**src/rtl/cid_sem_pkg.sv**
```systemverilog
package cid_sem_pkg;
  localparam int CID_W   = 3;
  localparam int ALLOW_W = 1 << CID_W;
  localparam int DATA_W  = 32;
  // Bit positions inside the two per-slot registers
  localparam int LOCK_BIT  = 0;
  localparam int OWNER_LSB = 4;
  localparam int FILT_BIT  = 0;
  localparam int MODE_BIT  = 1;
  localparam int ALLOW_LSB = 16;

  typedef struct packed {
    logic setWr;
    logic lockSet;
    logic lockClr;
    logic rdSet;
    logic rdLock;
    logic rdMiss;
  } strobe_t;
endpackage

```
**src/rtl/cid_sem_ctrl.sv**
```systemverilog
module cid_sem_ctrl
  import cid_sem_pkg::*;
#(
  parameter int NUM_SLOTS = 178,
  parameter int ADDR_W    = 12,
  parameter int BASE_ADDR = 'h100,
  localparam int SLOT_W   = $clog2(NUM_SLOTS)
) (
  input  logic              clk,
  input  logic              rstN,
  input  logic              reqValid,
  input  logic              reqWrite,
  input  logic [ADDR_W-1:0] reqAddr,
  input  logic              wBit0,
  output strobe_t           strb,
  output logic [SLOT_W-1:0] slotIdx
);
  localparam int IDX_W = ADDR_W - 3;
  localparam logic [ADDR_W-1:0] BASE  = (ADDR_W)'(BASE_ADDR);
  localparam logic [IDX_W-1:0]  LIMIT = (IDX_W)'(NUM_SLOTS);

  logic [ADDR_W-1:0] offset;
  logic [IDX_W-1:0]  rawIdx;
  logic              inWindow;
  logic              isLock;

  always_comb begin
    offset   = reqAddr - BASE;
    rawIdx   = offset[ADDR_W-1:3];
    isLock   = offset[2];
    inWindow = (reqAddr >= BASE) && (offset[1:0] == 2'b00) && (rawIdx < LIMIT);
    slotIdx  = rawIdx[SLOT_W-1:0];
  end

  always_comb begin
    strb         = '0;
    if (reqValid) begin
      if (reqWrite) begin
        strb.setWr   = inWindow && !isLock;
        strb.lockSet = inWindow && isLock && wBit0;
        strb.lockClr = inWindow && isLock && !wBit0;
      end else begin
        strb.rdSet  = inWindow && !isLock;
        strb.rdLock = inWindow && isLock;
        strb.rdMiss = !inWindow;
      end
    end
  end

  // at most one action is decoded for any access
  assert_one_action_R4: assert property (@(posedge clk) disable iff (!rstN)
    $onehot0({strb.setWr, strb.lockSet, strb.lockClr, strb.rdSet, strb.rdLock, strb.rdMiss}));

  // every read request is decoded into exactly one read strobe
  assert_read_decoded_R9: assert property (@(posedge clk) disable iff (!rstN)
    (reqValid && !reqWrite) |-> (strb.rdSet || strb.rdLock || strb.rdMiss));
endmodule

```
**src/rtl/cid_sem_datapath.sv**
```systemverilog
module cid_sem_datapath
  import cid_sem_pkg::*;
#(
  parameter int NUM_SLOTS = 178,
  localparam int SLOT_W   = $clog2(NUM_SLOTS)
) (
  input  logic              clk,
  input  logic              rstN,
  input  strobe_t           strb,
  input  logic [SLOT_W-1:0] slotIdx,
  input  logic [CID_W-1:0]  cidIn,
  input  logic [DATA_W-1:0] wdata,
  output logic              rspValid,
  output logic [DATA_W-1:0] rspData
);
  logic [NUM_SLOTS-1:0]  lockQ;
  logic [CID_W-1:0]      ownerQ [NUM_SLOTS];
  logic [NUM_SLOTS-1:0]  filtQ;
  logic [NUM_SLOTS-1:0]  modeQ;
  logic [ALLOW_W-1:0]    allowQ [NUM_SLOTS];

  logic [NUM_SLOTS-1:0]  selVec;
  logic [NUM_SLOTS-1:0]  grantVec;
  logic [NUM_SLOTS-1:0]  freeVec;

  for (genvar i = 0; i < NUM_SLOTS; i++) begin : gSlot
    assign selVec[i]   = (slotIdx == SLOT_W'(i));
    assign grantVec[i] = strb.lockSet && selVec[i] && !lockQ[i] && modeQ[i] && allowQ[i][cidIn];
    assign freeVec[i]  = strb.lockClr && selVec[i] && lockQ[i] && (ownerQ[i] == cidIn);

    // a free lock never shows an owner
    assert_free_no_owner_R2: assert property (@(posedge clk) disable iff (!rstN)
      !lockQ[i] |-> (ownerQ[i] == '0));

    // a lock is only taken by an enabled, allowed requester
    assert_take_allowed_R6: assert property (@(posedge clk) disable iff (!rstN)
      $rose(lockQ[i]) |-> $past(strb.lockSet && selVec[i] && modeQ[i] && allowQ[i][cidIn]));

    // a held lock keeps its owner unless the owner releases it
    assert_owner_kept_R7: assert property (@(posedge clk) disable iff (!rstN)
      (lockQ[i] && !(strb.lockClr && selVec[i] && ownerQ[i] == cidIn))
        |=> (lockQ[i] && $stable(ownerQ[i])));
  end

  always_ff @(posedge clk or negedge rstN) begin
    if (!rstN) begin
      lockQ <= '0;
      filtQ <= '0;
      modeQ <= '0;
      for (int i = 0; i < NUM_SLOTS; i++) begin
        ownerQ[i] <= '0;
        allowQ[i] <= '0;
      end
    end else begin
      for (int i = 0; i < NUM_SLOTS; i++) begin
        if (strb.setWr && selVec[i]) begin
          filtQ[i]  <= wdata[FILT_BIT];
          modeQ[i]  <= wdata[MODE_BIT];
          allowQ[i] <= wdata[ALLOW_LSB +: ALLOW_W];
        end
        if (grantVec[i]) begin
          lockQ[i]  <= 1'b1;
          ownerQ[i] <= cidIn;
        end else if (freeVec[i]) begin
          lockQ[i]  <= 1'b0;
          ownerQ[i] <= '0;
        end
      end
    end
  end

  logic [DATA_W-1:0] rdNext;

  always_comb begin
    rdNext = '0;
    if (strb.rdLock) begin
      rdNext[LOCK_BIT]             = lockQ[slotIdx];
      rdNext[OWNER_LSB +: CID_W]   = ownerQ[slotIdx];
    end else if (strb.rdSet) begin
      rdNext[FILT_BIT]             = filtQ[slotIdx];
      rdNext[MODE_BIT]             = modeQ[slotIdx];
      rdNext[ALLOW_LSB +: ALLOW_W] = allowQ[slotIdx];
    end
  end

  always_ff @(posedge clk or negedge rstN) begin
    if (!rstN) begin
      rspValid <= 1'b0;
      rspData  <= '0;
    end else begin
      rspValid <= strb.rdSet || strb.rdLock || strb.rdMiss;
      rspData  <= rdNext;
    end
  end

  // a miss read responds with zero data
  assert_miss_zero_R4: assert property (@(posedge clk) disable iff (!rstN)
    strb.rdMiss |=> (rspData == '0));
endmodule

```
**src/rtl/cid_sem_bank.sv**
```systemverilog
module cid_sem_bank
  import cid_sem_pkg::*;
#(
  parameter int NUM_SLOTS = 178,
  parameter int ADDR_W    = 12,
  parameter int BASE_ADDR = 'h100,
  localparam int SLOT_W   = $clog2(NUM_SLOTS)
) (
  input  logic              clk,
  input  logic              rstN,
  input  logic              reqValid,
  input  logic              reqWrite,
  input  logic [ADDR_W-1:0] reqAddr,
  input  logic [31:0]       reqWdata,
  input  logic [2:0]        reqCid,
  output logic              rspValid,
  output logic [31:0]       rspData
);
  strobe_t           strb;
  logic [SLOT_W-1:0] slotIdx;

  cid_sem_ctrl #(
    .NUM_SLOTS(NUM_SLOTS), .ADDR_W(ADDR_W), .BASE_ADDR(BASE_ADDR)
  ) i_ctrl (
    .clk(clk), .rstN(rstN), .reqValid(reqValid), .reqWrite(reqWrite),
    .reqAddr(reqAddr), .wBit0(reqWdata[0]), .strb(strb), .slotIdx(slotIdx)
  );

  cid_sem_datapath #(.NUM_SLOTS(NUM_SLOTS)) i_data (
    .clk(clk), .rstN(rstN), .strb(strb), .slotIdx(slotIdx), .cidIn(reqCid),
    .wdata(reqWdata), .rspValid(rspValid), .rspData(rspData)
  );

  // response exactly one cycle after a read, and never otherwise
  assert_rsp_timing_R9: assert property (@(posedge clk) disable iff (!rstN)
    (reqValid && !reqWrite) |=> rspValid);
  assert_rsp_quiet_R9: assert property (@(posedge clk) disable iff (!rstN)
    !(reqValid && !reqWrite) |=> !rspValid);
endmodule

```
**config.mk**
```make
export PLATFORM = sky130hd
export DESIGN_NAME = cid_sem_bank
export DESIGN_NICKNAME = d
export VERILOG_FILES = /design/src/rtl/cid_sem_pkg.sv /design/src/rtl/cid_sem_ctrl.sv /design/src/rtl/cid_sem_datapath.sv /design/src/rtl/cid_sem_bank.sv
export SDC_FILE = /design/constraint.sdc
export NUM_CORES = 2
export LEC_CHECK = 0
export BUFFER_PORTS_ARGS = -buffer_cell sky130_fd_sc_hd__buf_2
export CELL_PAD_IN_SITES_DETAIL_PLACEMENT = 0
export CELL_PAD_IN_SITES_GLOBAL_PLACEMENT = 1
export CORE_MARGIN = 3
export CORE_UTILIZATION = 35
export DETAILED_ROUTE_END_ITERATION = 12
export GPL_ROUTABILITY_DRIVEN = 0
export PLACE_DENSITY_LB_ADDON = 0.15
export SYNTH_ARGS = -nofsm -noshare
export SYNTH_HDL_FRONTEND = slang
export SYNTH_SLANG_ARGS = --single-unit
```
**constraint.sdc**
```tcl
create_clock -name clk -period 2.6 [get_ports clk]
set_clock_uncertainty 0.2 [all_clocks]
set_input_delay 0.26 -clock clk [delete_from_list [all_inputs] [get_ports clk]]
set_output_delay 0.26 -clock clk [all_outputs]
set_load 0.01 [all_outputs]
```
---- Word level (Yosys, flattened, before mapping) ----
Index checks and enable logic that the tools add are counted.
storage, ports and cells
  flip-flop bits (word level) ............. 2506
  input port bits ......................... 51
  output and inout port bits .............. 33
cells by class
  add/subtract/negate cells ............... 1
  order comparisons ....................... 5
  eq/ne operators ......................... 355
  muxes and demuxes ....................... 1089
  bitwise gates (word level) .............. 1
  reductions and logical operators ........ 1793
operator list
  kind                                                         count
  logical AND 1 bit                                            1430
  two-way mux 3 bit                                            361
  two-way mux 1 bit                                            539
  binary-select mux 1 bit (select 3 bit)                       178
  == test 3 bit                                                178
  == test 8 x 7 -> 1 bit (second input constant)               64
  == test 8 bit (second input constant)                        50
  nonzero test 2 bit                                           178
  == test 8 x 6 -> 1 bit (second input constant)               32
  logical NOT 1 bit                                            181
  == test 8 x 5 -> 1 bit (second input constant)               16
  binary-select mux 8 bit (select 8 bit)                       1
  == test 8 x 4 -> 1 bit (second input constant)               8
  == test 8 x 3 -> 1 bit (second input constant)               4
  two-way mux 8 bit                                            4
  binary-select mux 1 bit (select 8 bit)                       3
  binary-select mux 3 bit (select 8 bit)                       1
  == test 8 x 2 -> 1 bit (second input constant)               2
  >= comparator 12 x 9 -> 1 bit (second input constant)        1
  subtractor 12 x 9 -> 12 bit (second input constant)          1
  >= comparator 9 bit (second input constant)                  1
  less-than comparator 8 x 9 -> 1 bit (second input constant)  1
  less-than comparator 9 x 8 -> 1 bit (second input constant)  1
  inverter 8 -> 9 bit                                          1
  7 further kinds                                              8

---- Logic depth before layout (Yosys ltp) ----
  depth after elaboration ................. 13
  gate-level depth with buffers ........... 14

---- Cells and area by module ----
Synthesis repeated with hierarchy kept, for this count alone.
unflattened totals
  cell total of the unflattened synthesis .. 10164
  area, all modules ....................... 134436.4 µm²
by module, submodules not included
  module            instances  cells an instance  area each (µm²)  sequential area each (µm²)
  cid_sem_datapath  1          10125              134141.2         62710.1
  cid_sem_ctrl      1          39                 295.3            0.0

---- Least setup slack after synthesis ----
Ideal clock, no wire load.
  kind .................................... input to register
  from .................................... in reqAddr[8]
  to ...................................... reg i_data.ownerQ[198] (netlist name)
  library setup time ...................... 121 ps
  data arrival time ....................... 3612 ps
  data required time ...................... 2279 ps
  path slack .............................. -1333 ps
  cell stages on the path ................. 13
  path buffers ............................ 5
  cells stage by stage .................... clkbuf_1 > clkbuf_1 > inv_1 > ha_1 > clkbuf_1 > nor4b_1 > o311ai_1 > or4_1 > buf_2 > buf_4 > a2111oi_4 > a41oi_1 > a22o_1
between the ends
  cells in the longest elaborated chain, start to end .. 12
  elaborated cells on any way between the ends .. 20
  those cells by class .................... add/sub (1); order compare (2); eq/ne (1); mux (3); reduce/logical (13)
ends and longest elaborated chain
  item                                                                                 RTL line                                source
  from (decl)                                                                          cid_sem_bank.sv:13                      input logic [ADDR_W-1:0] reqAddr,
  subtractor 12 x 9 -> 12 bit / >= comparator 12 x 9 -> 1 bit (equally long branches)  cid_sem_ctrl.sv:28, cid_sem_ctrl.sv:31
  less-than comparator 9 x 8 -> 1 bit / logical AND 1 bit (equally long branches)      cid_sem_ctrl.sv:31                      inWindow = (reqAddr >= BASE) && (offset[1:0] == 2'b00) && (rawIdx < LIMIT);
  logical AND 1 bit                                                                    cid_sem_ctrl.sv:31
  logical AND 1 bit                                                                    cid_sem_ctrl.sv:40, cid_sem_ctrl.sv:41
  logical AND 1 bit                                                                    cid_sem_ctrl.sv:40                      strb.lockSet = inWindow && isLock && wBit0;
  two-way mux 3 bit                                                                    cid_sem_ctrl.sv:38                      if (reqWrite) begin
  two-way mux 6 bit                                                                    cid_sem_ctrl.sv:37                      if (reqValid) begin
  logical AND 1 bit (4 in series)                                                      cid_sem_datapath.sv:28                  assign grantVec[i] = strb.lockSet && selVec[i] && !lockQ[i] && modeQ[i] && allowQ[i][cidIn];
  two-way mux 3 bit / nonzero test 2 bit (equally long branches)                       --
  to (signal, indexed assignment)                                                      cid_sem_datapath.sv:63                  ownerQ[i] <= cidIn;
  to (decl)                                                                            cid_sem_datapath.sv:17                  logic [CID_W-1:0] ownerQ [NUM_SLOTS];
Parallel ways exist; a longest one is shown, timed or not.
A chain may end at the register's enable or synchronous reset.

---- Worst setup path after layout ----
  from .................................... reg i_data.allowQ[307] (netlist name)
  to ...................................... reg i_data.rspData[19]
between the ends
  cells in the longest elaborated chain, start to end .. 5
ends and longest elaborated chain
  item                                                   RTL line                source
  from (decl)                                            cid_sem_datapath.sv:20  logic [ALLOW_W-1:0] allowQ [NUM_SLOTS];
  from (signal, indexed assignment)                      cid_sem_datapath.sv:59  allowQ[i] <= wdata[ALLOW_LSB +: ALLOW_W];
  binary-select mux 8 bit (select 8 bit)                 cid_sem_datapath.sv:82  rdNext[ALLOW_LSB +: ALLOW_W] = allowQ[slotIdx];
  two-way mux 8 bit (not written as such) (2 in series)  cid_sem_datapath.sv:82
  two-way mux 8 bit                                      cid_sem_datapath.sv:79  end else if (strb.rdSet) begin
  two-way mux 8 bit                                      cid_sem_datapath.sv:76  if (strb.rdLock) begin
  net i_data.rdNext[19]                                  cid_sem_datapath.sv:72  logic [DATA_W-1:0] rdNext;
  to (signal assigned)                                   cid_sem_datapath.sv:92  rspData <= rdNext;
  to (decl)                                              cid_sem_datapath.sv:14  output logic [DATA_W-1:0] rspData
The timed path passes the listed nets, and every way through them passes these cells. The select of a mux whose other input is x is not followed.

==> impl_metrics.csv <==
group,metric,value,unit
global_route,grt-ovfl-total,0,
logic_synthesis,ys_seq_area_share,46.9,%
timing,hold_slack,0.0680,ns
clocking,cts_tree,"yes",
worst_setup_path,critPathCaptureType,"flip-flop",
logic_synthesis,postSynthCellCount,9515,
clocking,cts_buffers,308,
final_layout,drive_gt1_share,49.2,%
power,pwr_density_cell,542,nW/um2
logic_synthesis,synth-edff-count,0,
logic_synthesis,ys_types,79,
logic_synthesis,yosys_warnings,0,
power,swShare,25.5,%
die,die_x,624,um
die,die_h,624,um
timing,relSlewSlack,19.3,%
placement,placed_cell_area,155000,um2
worst_setup_path,path_class,"reg2reg",
power,power.leakage,76.7,nW
outcome,failed_checks,"negative setup slack",
route,viasPerCell,5.85,
route,vias,93913,
global_route,grt_max_degree,116,
die,start_util,35.2,%
final_layout,utilization,43.9,%
die,dieArea,390000,um2
worst_setup_path,worstPathRequired,3.21,ns
power,power_frac_comb,7.6,%
final_layout,fillerInstances,34146,
placement,hpwl,362000,um
timing,slew_viol_final,0,
logic_synthesis,synth_area_leaders,"dfrtp_1 47%, mux4_2 18%, mux2_2 15%",
logic_synthesis,synthArstFlopShare,100,%
clocking,clk_pin_slew,0.07,ns
clocking,clk_latency,0.93,ns
route,wire_per_inst,31.7,um
die,ios,84,
logic_synthesis,synth_most_common_cell,"dfrtp_1",
timing,hold_viol,0,
logic_synthesis,ys_ff_latch,2506,
logic_synthesis,synthTopCellsByCount,"2506 x dfrtp_1, 1786 x mux2_2, 1069 x mux4_2",
final_layout,seqCellArea,62700,um2
timing,min_period,2.78,ns
route,wirelength,509000,um
power,pwr-share-seq,43.3,%
logic_synthesis,synth-main-ff-cell,"dfrtp_1",
timing,worst_slew_pin_slew,1.21,ns
power,intPower,67.3,mW
final_layout,instances_no_fill,16062,
worst_hold_path,hold_class,"in2reg",
global_route,antenna_found_initial,24,
power,worst_ir_drop_vdd,0.492,mV
worst_setup_path,start_kind,"flip-flop",
route,drtAntennaViolNets,0,
logic_synthesis,syn_area,134000,um2
timing,tns,-1.80,ns
timing,worst_slack,-0.181,ns
worst_setup_path,worstPathArrival,3.39,ns
logic_synthesis,yosys.area.top_type,"dfrtp_1",
route,drtPass1Iterations,5,
worst_setup_path,crit_fanout,2,
global_route,grt_first_pass_wirelength,744000,um
power,p_clk_share,49.1,%
clocking,clock-sinks,2506,
placement,io_buffers,42,
final_layout,nNetsFinal,10839,
route,drt_iter0_drc,7861,
timing,rsz0062_at_grt,"true",
clocking,clk_path_buf_depth,4,
timing,fmax,0.360,GHz
final_layout,multi_input_area,70000,um2
timing,setup_viol,93,
clocking,htree_levels,5,
clocking,clockRootBuffer,"clkbuf_16",
placement,dp_cells,15435,
die,row_count,226,
outcome,status,"complete, but fails checks",
job,cap_viol_max_count,0,
logic_synthesis,avgSynthCellArea,14.1,um2
die,coreArea,380000,um2
global_route,grt.total_usage,25.9,%
timing,finalCritPeriodShare,107,%
power,p_sw,23.1,mW
final_layout,synthToLayoutAreaGrowth,24.7,%
final_layout,final_area,167000,um2
route,post-route-drc-count,0,
global_route,grt_pass1_vias,98947,
logic_synthesis,yosysTopAreaCellShare,46.9,%
==> final timing paths <==
| kind | start | endpoint | slack [ns] | cells past startpoint |
|---|---|---|---|---|
| worst max-delay path | i_data.allowQ[307] | i_data.rspData[19] | -0.18 | 7 |
| worst min-delay path | reqAddr[8] | i_data.rspData[0] | 0.07 | 6 |
| worst min register to register | i_data.filtQ[10] | i_data.filtQ[10] | 0.30 | 1 |
| min in group asynchronous | rstN | i_data.allowQ[299] | 0.49 | 4 |
| max in group asynchronous | rstN | i_data.lockQ[104] | 0.70 | 7 |
| worst max register to register | i_data.allowQ[307] | i_data.rspData[19] | -0.18 | 7 |
==> final cells by class <==
class | instances | area share [%]
multi-input combinational | 6264 | 42.0
sequential | 2506 | 37.6
timing repair buffer | 1697 | 10.4
clock buffer | 464 | 5.52
tap | 5016 | 3.76
clock inverter | 93 | 0.646
inverter | 9 | 0.0353
antenna | 13 | 0.0195
==> cells in the final DEF, fill, tap and decap left out, types with 27 or more instances in the layout <==
master	count
dfrtp_1	2505
mux2_2	1584
buf_4	1266
mux4_2	1069
nand2_1	530
xor2_1	475
nand3_1	434
buf_12	357
o21ai_0	339
clkbuf_16	315
a22o_1	204
mux2_4	202
mux2i_1	183
nor4_1	117
nor4b_1	107
clkbuf_8	87
nand2b_1	71
clkbuf_1	71
nor3_1	68
a21o_1	67
nor2_2	66
nor2_4	61
xnor2_1	60
nor2_8	60
nand4_1	57
clkinv_2	52
a2111oi_2	40
a41oi_1	37
a22oi_1	35
nor2_1	27
==> layer usage <==
layer / part of all wire [%] / routed length (um) / GRT usage, %
met3: 5.2 / 26500 / 3.42
met5: 0.0024 / 12 / 0
met1: 44 / 223000 / 36.0
met2: 47 / 237000 / 41.0
met4: 4.4 / 22500 / 10.2
==> flip-flops by register name, indices dropped and copies added, names as in the netlist <==
| name | cells |
|---|---|
| i_data.filtQ | 178 |
| i_data.ownerQ | 534 |
| i_data.rspData | 13 |
| i_data.rspValid | 1 |
| i_data.modeQ | 178 |
| i_data.lockQ | 178 |
| i_data.allowQ | 1424 |
==> timing repair <==
action / 4_1_cts / 5_1_grt
gates cloned: 0 / 6
endpoints found under the setup margin: 241 / 668
hold buffers: 24 / 0
pin swaps: 11 / 29
setup buffers: 7 / 23
endpoints found under the hold margin: 3124 / 0
resized for setup: 46 / 60
==> through the flow <==
step                      power, mW  setup WS [ns]
final                          90.3         -0.181
after global routing           93.2         -0.205
after CTS                      91.4         -0.244
after detailed placement       46.6          -1.22
after global placement         46.6          -1.21
after floorplan                42.7         -0.710
==> worst max-delay path: stages (launching register included) <==
cell,delay (ns)
dfrtp_1,0.40
mux4_2,0.53
mux4_2,0.53
and2_4,0.20
a2111o_1,0.44
a21oi_2,0.18
buf_4,0.15
nor4_2,0.04
==> power groups by stage <==
stage,Clock [mW],Sequential (mW),Combinational (mW)
floorplan,0,39.8,2.91
global placement,0,39.8,6.78
detailed placement,0,39.8,6.82
CTS,45.4,39.1,6.91
global route,46.9,39.1,7.23
finish,44.3,39.1,6.88
==> cells by family after synthesis <==
group                      count (synthesis)  share of synthesized area, %
buffers and inverters                    768                          2.39
and+or+nand+nor                         1736                          7.66
adders and majority gates                  2                        0.0187
muxes                                   3042                          34.4
DFF                                     2506                          46.9
other                                      1                       0.00280
xor gates and xnor gates                 538                          3.52
AOI/OAI and AO/OA                        922                          5.12
Power figures use the tool's default switching activity.
